### src/rtl/bitpol_pkg.sv
package bitpol_pkg;
  // strobes from control to datapath
  typedef struct packed {
    logic doWrite;
    logic doRead;
  } polCtrl_t;
endpackage

### src/rtl/bitpol_ctrl.sv
module bitpol_ctrl
  import bitpol_pkg::*;
#(
  parameter int unsigned WIDTH = 16,
  parameter logic [WIDTH-1:0] ERR_ON1_MASK = '0,
  parameter logic [WIDTH-1:0] ERR_ON0_MASK = '0,
  parameter logic [WIDTH-1:0] UNIMP_ON1_MASK = '0,
  parameter logic [WIDTH-1:0] UNIMP_ON0_MASK = '0,
  parameter bit UNDEFINED = 1'b0
) (
  input  logic clk,
  input  logic rstN,
  input  logic wrStb,
  input  logic rdStb,
  input  logic [WIDTH-1:0] wrData,
  output polCtrl_t ctrl,
  output logic errPulse,
  output logic unimpPulse
);
  logic errHit, unimpHit;

  generate
    if (UNDEFINED) begin : gUndef
      assign ctrl.doWrite = 1'b0;
      assign ctrl.doRead  = 1'b0;
      assign errHit   = wrStb | rdStb;
      assign unimpHit = 1'b0;
    end else begin : gDef
      assign ctrl.doWrite = wrStb;
      assign ctrl.doRead  = rdStb;
      assign errHit   = wrStb & (|(wrData & ERR_ON1_MASK) | |(~wrData & ERR_ON0_MASK));
      assign unimpHit = wrStb & (|(wrData & UNIMP_ON1_MASK) | |(~wrData & UNIMP_ON0_MASK));
    end
  endgenerate

  always_ff @(posedge clk or negedge rstN) begin
    if (!rstN) begin
      errPulse   <= 1'b0;
      unimpPulse <= 1'b0;
    end else begin
      errPulse   <= errHit;
      unimpPulse <= unimpHit;
    end
  end

  // an error flag only follows an access
  assert_err_follows_access_R9: assert property (@(posedge clk) disable iff (!rstN)
    errPulse |-> $past(wrStb | (UNDEFINED & rdStb)));
  // an unimplemented flag only follows a write
  assert_unimp_follows_write_R10: assert property (@(posedge clk) disable iff (!rstN)
    unimpPulse |-> $past(wrStb));
endmodule

### src/rtl/bitpol_dp.sv
module bitpol_dp
  import bitpol_pkg::*;
#(
  parameter int unsigned WIDTH = 16,
  parameter logic [WIDTH-1:0] RESET_VAL = '0,
  parameter logic [WIDTH-1:0] RO_MASK = '0,
  parameter logic [WIDTH-1:0] W1C_MASK = '0,
  parameter logic [WIDTH-1:0] SET_ONLY_MASK = '0,
  parameter logic [WIDTH-1:0] CLR_ONLY_MASK = '0,
  parameter logic [WIDTH-1:0] WO_MASK = '0,
  parameter logic [WIDTH-1:0] COR_MASK = '0,
  parameter bit UNDEFINED = 1'b0
) (
  input  logic clk,
  input  logic rstN,
  input  polCtrl_t ctrl,
  input  logic [WIDTH-1:0] wrData,
  input  logic [WIDTH-1:0] wrEn,
  input  logic [WIDTH-1:0] hwSet,
  output logic [WIDTH-1:0] rdData,
  output logic [WIDTH-1:0] regValue
);
  localparam logic [WIDTH-1:0] FIXED_MASK = RO_MASK | W1C_MASK;

  logic [WIDTH-1:0] store, afterWr, afterRd, nextStore;
  logic [WIDTH-1:0] blockZero, blockOne;

  always_comb begin
    blockZero = FIXED_MASK | SET_ONLY_MASK | ~wrEn;
    blockOne  = FIXED_MASK | CLR_ONLY_MASK | ~wrEn;
    afterWr   = store;
    if (ctrl.doWrite) begin
      afterWr = (wrData & ~blockOne) | (store & blockOne & wrData)
              | (store & blockZero & ~wrData);
      afterWr = afterWr & ~(wrData & W1C_MASK);
    end
    afterRd = ctrl.doRead ? (afterWr & ~COR_MASK) : afterWr;
  end

  generate
    if (UNDEFINED) begin : gUndef
      assign nextStore = RESET_VAL;
      assign rdData    = '0;
    end else begin : gDef
      assign nextStore = afterRd | hwSet;
      assign rdData    = (store & ~WO_MASK) | (RESET_VAL & WO_MASK);
    end
  endgenerate

  always_ff @(posedge clk or negedge rstN) begin
    if (!rstN) store <= RESET_VAL;
    else       store <= nextStore;
  end

  assign regValue = store;

  // a hardware set is never lost
  assert_hw_set_wins_R8: assert property (@(posedge clk) disable iff (!rstN || UNDEFINED)
    1'b1 |=> ((store & $past(hwSet)) == $past(hwSet)));
  // read-only bits change only through hardware sets
  assert_ro_hold_R3: assert property (@(posedge clk) disable iff (!rstN)
    1'b1 |=> (((store ^ $past(store)) & RO_MASK & ~$past(hwSet)) == '0));
  // clear-on-read bits are zero after a read unless set by hardware
  assert_cor_clear_R6: assert property (@(posedge clk) disable iff (!rstN)
    ctrl.doRead |=> ((store & COR_MASK & ~$past(hwSet)) == '0));
  // written-one W1C bits are zero after the write unless set by hardware
  assert_w1c_clear_R5: assert property (@(posedge clk) disable iff (!rstN)
    ctrl.doWrite |=> ((store & W1C_MASK & $past(wrData) & ~$past(hwSet)) == '0));
endmodule

### src/rtl/bitpol_reg.sv
module bitpol_reg
  import bitpol_pkg::*;
#(
  parameter int unsigned WIDTH = 16,
  parameter logic [WIDTH-1:0] RESET_VAL      = 16'h0704,
  parameter logic [WIDTH-1:0] RO_MASK        = 16'h000C,
  parameter logic [WIDTH-1:0] W1C_MASK       = 16'h0030,
  parameter logic [WIDTH-1:0] SET_ONLY_MASK  = 16'h00C0,
  parameter logic [WIDTH-1:0] CLR_ONLY_MASK  = 16'h0300,
  parameter logic [WIDTH-1:0] WO_MASK        = 16'h0C00,
  parameter logic [WIDTH-1:0] COR_MASK       = 16'h3000,
  parameter logic [WIDTH-1:0] ERR_ON1_MASK   = 16'h4000,
  parameter logic [WIDTH-1:0] ERR_ON0_MASK   = 16'h8000,
  parameter logic [WIDTH-1:0] UNIMP_ON1_MASK = 16'h0002,
  parameter logic [WIDTH-1:0] UNIMP_ON0_MASK = 16'h0001,
  parameter bit UNDEFINED = 1'b0
) (
  input  logic clk,
  input  logic rstN,
  input  logic wrStb,
  input  logic [WIDTH-1:0] wrData,
  input  logic [WIDTH-1:0] wrEn,
  input  logic rdStb,
  output logic [WIDTH-1:0] rdData,
  input  logic [WIDTH-1:0] hwSet,
  output logic [WIDTH-1:0] regValue,
  output logic errPulse,
  output logic unimpPulse
);
  polCtrl_t ctrl;

  bitpol_ctrl #(
    .WIDTH(WIDTH), .ERR_ON1_MASK(ERR_ON1_MASK), .ERR_ON0_MASK(ERR_ON0_MASK),
    .UNIMP_ON1_MASK(UNIMP_ON1_MASK), .UNIMP_ON0_MASK(UNIMP_ON0_MASK),
    .UNDEFINED(UNDEFINED)
  ) u_ctrl (
    .clk(clk), .rstN(rstN), .wrStb(wrStb), .rdStb(rdStb), .wrData(wrData),
    .ctrl(ctrl), .errPulse(errPulse), .unimpPulse(unimpPulse)
  );

  bitpol_dp #(
    .WIDTH(WIDTH), .RESET_VAL(RESET_VAL), .RO_MASK(RO_MASK), .W1C_MASK(W1C_MASK),
    .SET_ONLY_MASK(SET_ONLY_MASK), .CLR_ONLY_MASK(CLR_ONLY_MASK),
    .WO_MASK(WO_MASK), .COR_MASK(COR_MASK), .UNDEFINED(UNDEFINED)
  ) u_dp (
    .clk(clk), .rstN(rstN), .ctrl(ctrl), .wrData(wrData), .wrEn(wrEn),
    .hwSet(hwSet), .rdData(rdData), .regValue(regValue)
  );
endmodule

### config.mk
export PLATFORM = sky130hd
export DESIGN_NAME = bitpol_reg
export DESIGN_NICKNAME = d
export VERILOG_FILES = /design/src/rtl/bitpol_pkg.sv /design/src/rtl/bitpol_ctrl.sv /design/src/rtl/bitpol_dp.sv /design/src/rtl/bitpol_reg.sv
export SDC_FILE = /design/constraint.sdc
export NUM_CORES = 1
export LEC_CHECK = 0
export BUFFER_PORTS_ARGS = -buffer_cell sky130_fd_sc_hd__buf_4
export CORE_MARGIN = 2
export CORE_UTILIZATION = 31
export DETAILED_ROUTE_END_ITERATION = 10
export GPL_ROUTABILITY_DRIVEN = 0
export PLACE_DENSITY = 0.8
export SYNTH_ARGS = -nofsm -noshare
export SYNTH_HDL_FRONTEND = slang
export SYNTH_SLANG_ARGS = --single-unit
### constraint.sdc
create_clock -name clk -period 0.8 [get_ports clk]
set_input_delay 0.16 -clock clk [delete_from_list [all_inputs] [get_ports clk]]
set_output_delay 0.16 -clock clk [all_outputs]
set_load 0.05 [all_outputs]
[Word-level counts from Yosys, hierarchy flattened]
Index checks and enable logic that the tools add are counted.
Word-level totals
  word-level logic and storage cells: 22
  register bits after elaboration: 18
  output and inout bits: 34
Operators by class
  muxes and demuxes: 2
  bitwise operators: 17
Operator list (count)
  16-bit bitwise AND: 6
  16-bit inverter: 3
  16-bit bitwise OR: 3
  16-bit two-way mux: 1
  6-bit inverter with 16-bit output: 1
  14-bit two-way mux: 1
  1-bit bitwise AND: 2
  1-bit bitwise OR: 2

[Logic depth before layout (Yosys ltp)]
  word-level depth: 9
  depth in mapped cells: 3

[Cells and area by module]
From an unflattened synthesis, not the netlist that was laid out.
Second synthesis, totals
  cell total of the unflattened synthesis: 75
  area, all modules: 874.6 µm²
Modules (own cells, without submodules)
  bitpol_dp: cells an instance 67, area each 787.0 µm², times used 1
  bitpol_ctrl: cells an instance 8, area each 87.6 µm², times used 1

[Worst setup path before layout]
No wires, ideal clock.
  kind: reg2reg
  from: register u_dp.store[0] (netlist: u_dp.regValue[0])
  to: register u_dp.store[0] (netlist: u_dp.regValue[0])
  slack: -0.329 ns
  arrival: 1.003 ns
  cell stages (with the launch flop): 3
  required time: 0.674 ns
  path buffers: 0
  cell sequence: dfrtp_1 a21boi_1 a311o_1
Between the ends
  cells in the longest elaborated chain, start to end: 8
RTL lines
  start: declaration: RTL line bitpol_dp.sv:25  | logic [WIDTH-1:0] store, afterWr, afterRd, nextStore;
  start signal: assignment: RTL line bitpol_dp.sv:52  | else store <= nextStore;
  16-bit bitwise AND (2 in a row): RTL line bitpol_dp.sv:33  | afterWr = (wrData & ~blockOne) | (store & blockOne & wrData)
  16-bit bitwise OR: RTL line bitpol_dp.sv:33
  16-bit bitwise OR: RTL line bitpol_dp.sv:34  | | (store & blockZero & ~wrData);
  16-bit bitwise AND: RTL line bitpol_dp.sv:35  | afterWr = afterWr & ~(wrData & W1C_MASK);
  16-bit two-way mux *: RTL line bitpol_dp.sv:32  | if (ctrl.doWrite) begin
  14-bit two-way mux *: RTL line bitpol_dp.sv:37  | afterRd = ctrl.doRead ? (afterWr & ~COR_MASK) : afterWr;
  16-bit bitwise OR *: RTL line bitpol_dp.sv:45  | assign nextStore = afterRd | hwSet;
  via u_dp.nextStore[0]: RTL line bitpol_dp.sv:25
Mark *: on every way through the listed nets, which the timed path passes. The rest lies on a longest branch.

[Worst setup path in the final report]
  from: register u_dp.store[9] (netlist: u_dp.regValue[9])
  to: output rdData[9]
RTL lines
  end: declaration: RTL line bitpol_reg.sv:24  | output logic [WIDTH-1:0] rdData,
No word-level cell between the ends.

==> flow_summary.toml <==
[run_status]
status = "finished with violations"
violations = "setup timing"

[global_routing]
grt_pass1_wl_mm = 4.043
track_usage = 0.1655
grt-ovfl-total = 0
grt_max_degree = 19
first_global_vias = 895
antenna_found_initial = 0

[timing]
final.setup.tns_ns = -10.11
max_freq_ghz = 0.8439
fin_crit_sh = 1.481
drv_slew = 0
finalClockSkew_ns = 0
fin_ws_ns = -0.3850
setup_violations = 44
fin_crit_ns = 1.185
rsz0062_at_grt = "yes"
finalHoldViolCount = 0

[synth]
netlist_instances = 73
synth_area_um2 = 859.6
synthAdderAreaFrac = 0
synthMuxAreaShare = 0
yosys.area_share.simple = 0.07278
synth_xor_area_frac = 0
synth_top_family_by_area = "compound AO/OA/AOI/OAI gates"
synth_seq_cells = 18
syn_nets = 125
seq_area_frac_synth = 0.5298
synth_compound_area_frac = 0.2213
yosysUniqueCellTypes = 14
avgSynthCellArea_um2 = 11.77
ys_warn_count = 0

[floorplanning]
ios = 86
start_util = 0.3200
die_x_um = 56.66
fp.dieArea_mm2 = 0.003210
rows = 19
dieHeight_um = 56.66
core_area_mm2 = 0.002686

[power]
peakVddDrop_v = 0.001231
powerDensity_mw_per_mm2 = 1461
leakagePower_uw = 0.0007752

[critical_path]
critPathKind = "flop to output pin"
crit_fanout = 3
r2r-start = "u_dp.regValue[15]"
slowest_delay_ns = 0.58
cp_cell_sequence = "buf_6"
start_kind = "flop"
setup.worst_path.start = "u_dp.regValue[9]"
r2r_slack_ns = -0.14
endpoint = "rdData[9]"
cp_data_arrival_time_ns = 1.03
crit_required_ns = 0.64
timing.critical_path.depth = 1
path_buf_inv = 1
crit_family = "flip-flops"
slowest_stage = "dfstp_2"
r2r_cells = 2
worstSetupEndpointType = "output pin"
reg2reg_to = "u_dp.regValue[15]"

[drt]
drt-initial-drc-count = 6
drc = 0
drtPass1Iterations = 3
ant_nets = 0
routedWlPerCell_um = 13.10
finalWirelength_mm = 2.319
vias_per_cell = 4.723
vias = 836

[clock_tree]
root_buffer = "clkbuf_4"
cts.sinks = 18
clkLatencyLatePin_ns = 0.28
cts_tree = "done"
cts.clk_slew.worst_paths_ns = 0.10
cts-buffers-inserted = 3
h-tree-depth = 1
clk_path_buf_depth = 2

[flow_run]
cap_violations = 0

[layout]
fillCellCount = 220
final_util = 0.6120
diodes = 0
post_route_cells_drive_above_1_share = 0.7466
area_delta_synth_final_pct = 91.27
nets = 199

[place]
io_buffers = 77
place_hpwl_mm = 1.852

[hold_path]
hp-class = "primary input to flop"
==> flip-flops by register name, summed over array words and instances (netlist names) <==
name and count:
u_dp.regValue 16, u_ctrl.errPulse 1, u_ctrl.unimpPulse 1
==> where the power goes <==
| part | total [µW] | internal, µW | switching, µW | leakage, µW |
|---|---|---|---|---|
| logic | 853 | 398 | 454 | 0.000577 |
| registers | 1010 | 968 | 40.5 | 0.000177 |
| clock network | 542 | 277 | 264 | 0.0000210 |
| total | 2400 | 1640 | 759 | 0.000775 |
==> cells in the mapped netlist, drive strengths merged <==
| master | instances | area, µm² |
|---|---|---|
| a21boi | 8 | 60.05 |
| dfrtp | 14 | 350.3 |
| or2 | 2 | 12.51 |
| a21o | 4 | 30.03 |
| a311o | 10 | 100.1 |
| inv | 3 | 11.26 |
| nand3b | 2 | 15.01 |
| buf | 18 | 132.6 |
| nand2 | 4 | 15.01 |
| dfstp | 4 | 105.1 |
| conb | 2 | 7.510 |
| and4b | 2 | 20.02 |
==> logic make-up after synthesis <==
| kind of cell | Yosys count |
|---|---|
| other cells | 2 |
| compound gates | 22 |
| flops | 18 |
| buf+inv | 21 |
| simple gates | 10 |
==> placed cells by master, fill, tap and decap left out <==
cell type | synthesis | layout
clkbuf_4 | 0 | 3
a21boi_2 | 0 | 1
nand3b_1 | 2 | 2
dfstp_2 | 4 | 4
buf_4 | 17 | 49
or2_2 | 2 | 1
nand2_1 | 4 | 4
buf_6 | 0 | 30
dfrtp_2 | 0 | 12
clkbuf_8 | 0 | 1
buf_8 | 0 | 7
a21o_1 | 4 | 4
dfrtp_1 | 14 | 2
a21boi_0 | 2 | 2
a21boi_1 | 6 | 5
inv_1 | 3 | 3
a311o_1 | 10 | 10
or2_4 | 0 | 1
dlygate4sd3_1 | 0 | 1
conb_1 | 2 | 2
and4b_1 | 2 | 2
==> through the flow <==
| step | setup slack [ns] | cells | hold WS [ns] | area, µm² | total power, µW |
|---|---|---|---|---|---|
| CTS | -0.3962 | 176 | 0.03724 | 1629 | 2432 |
| global placement | -0.1204 | 170 | 0.03923 | 1418 | 1759 |
| finish | -0.3850 | 177 | 0.04852 | 1644 | 2403 |
| global route | -0.4368 | 177 | 0.02320 | 1644 | 2532 |
| floorplan | -0.2390 | 73 | -0.1356 | 955.9 | 1495 |
| detailed placement | -0.1408 | 170 | 0.04113 | 1418 | 1776 |
==> timing repair <==
action,4_1_cts,5_1_grt
pin swaps,0,0
gates resized for setup,42,2
endpoints found under the hold margin,18,0
setup endpoints to repair,40,43
hold buffers,1,0
setup buffers,1,1
==> metal layers <==
metal / track usage / up-vias / wire (µm)
met5: 0 / - / 0
met4: 0.05782 / 0 / 42
met3: 0.05530 / 4 / 208
met2: 0.3140 / 48 / 1337
met1: 0.1645 / 394 / 731
li1: - / 390 / -
==> final cells by class <==
| cell class | count | area, µm² | share of cell area |
|---|---|---|---|
| well taps | 31 | 38.79 | 0.02359 |
| repair buffers | 87 | 820.8 | 0.4992 |
| multi-input cells | 34 | 266.5 | 0.1621 |
| flip-flops and latches | 18 | 470.5 | 0.2861 |
| clock buffers | 4 | 36.28 | 0.02207 |
| inverters | 3 | 11.26 | 0.006849 |
==> worst min-delay path by stage <==
stage	startpoint	endpoint	slack, ns	cells past startpoint
after floorplan	rstN	u_ctrl.errPulse	-0.14	0
after global placement	rstN	u_ctrl.errPulse	0.04	1
after detailed placement	rstN	u_ctrl.errPulse	0.04	1
after CTS	hwSet[5]	u_dp.regValue[5]	0.04	2
after global routing	wrData[15]	u_ctrl.errPulse	0.02	2
final	hwSet[5]	u_dp.regValue[5]	0.05	2
(Power assumes the default switching activity.)
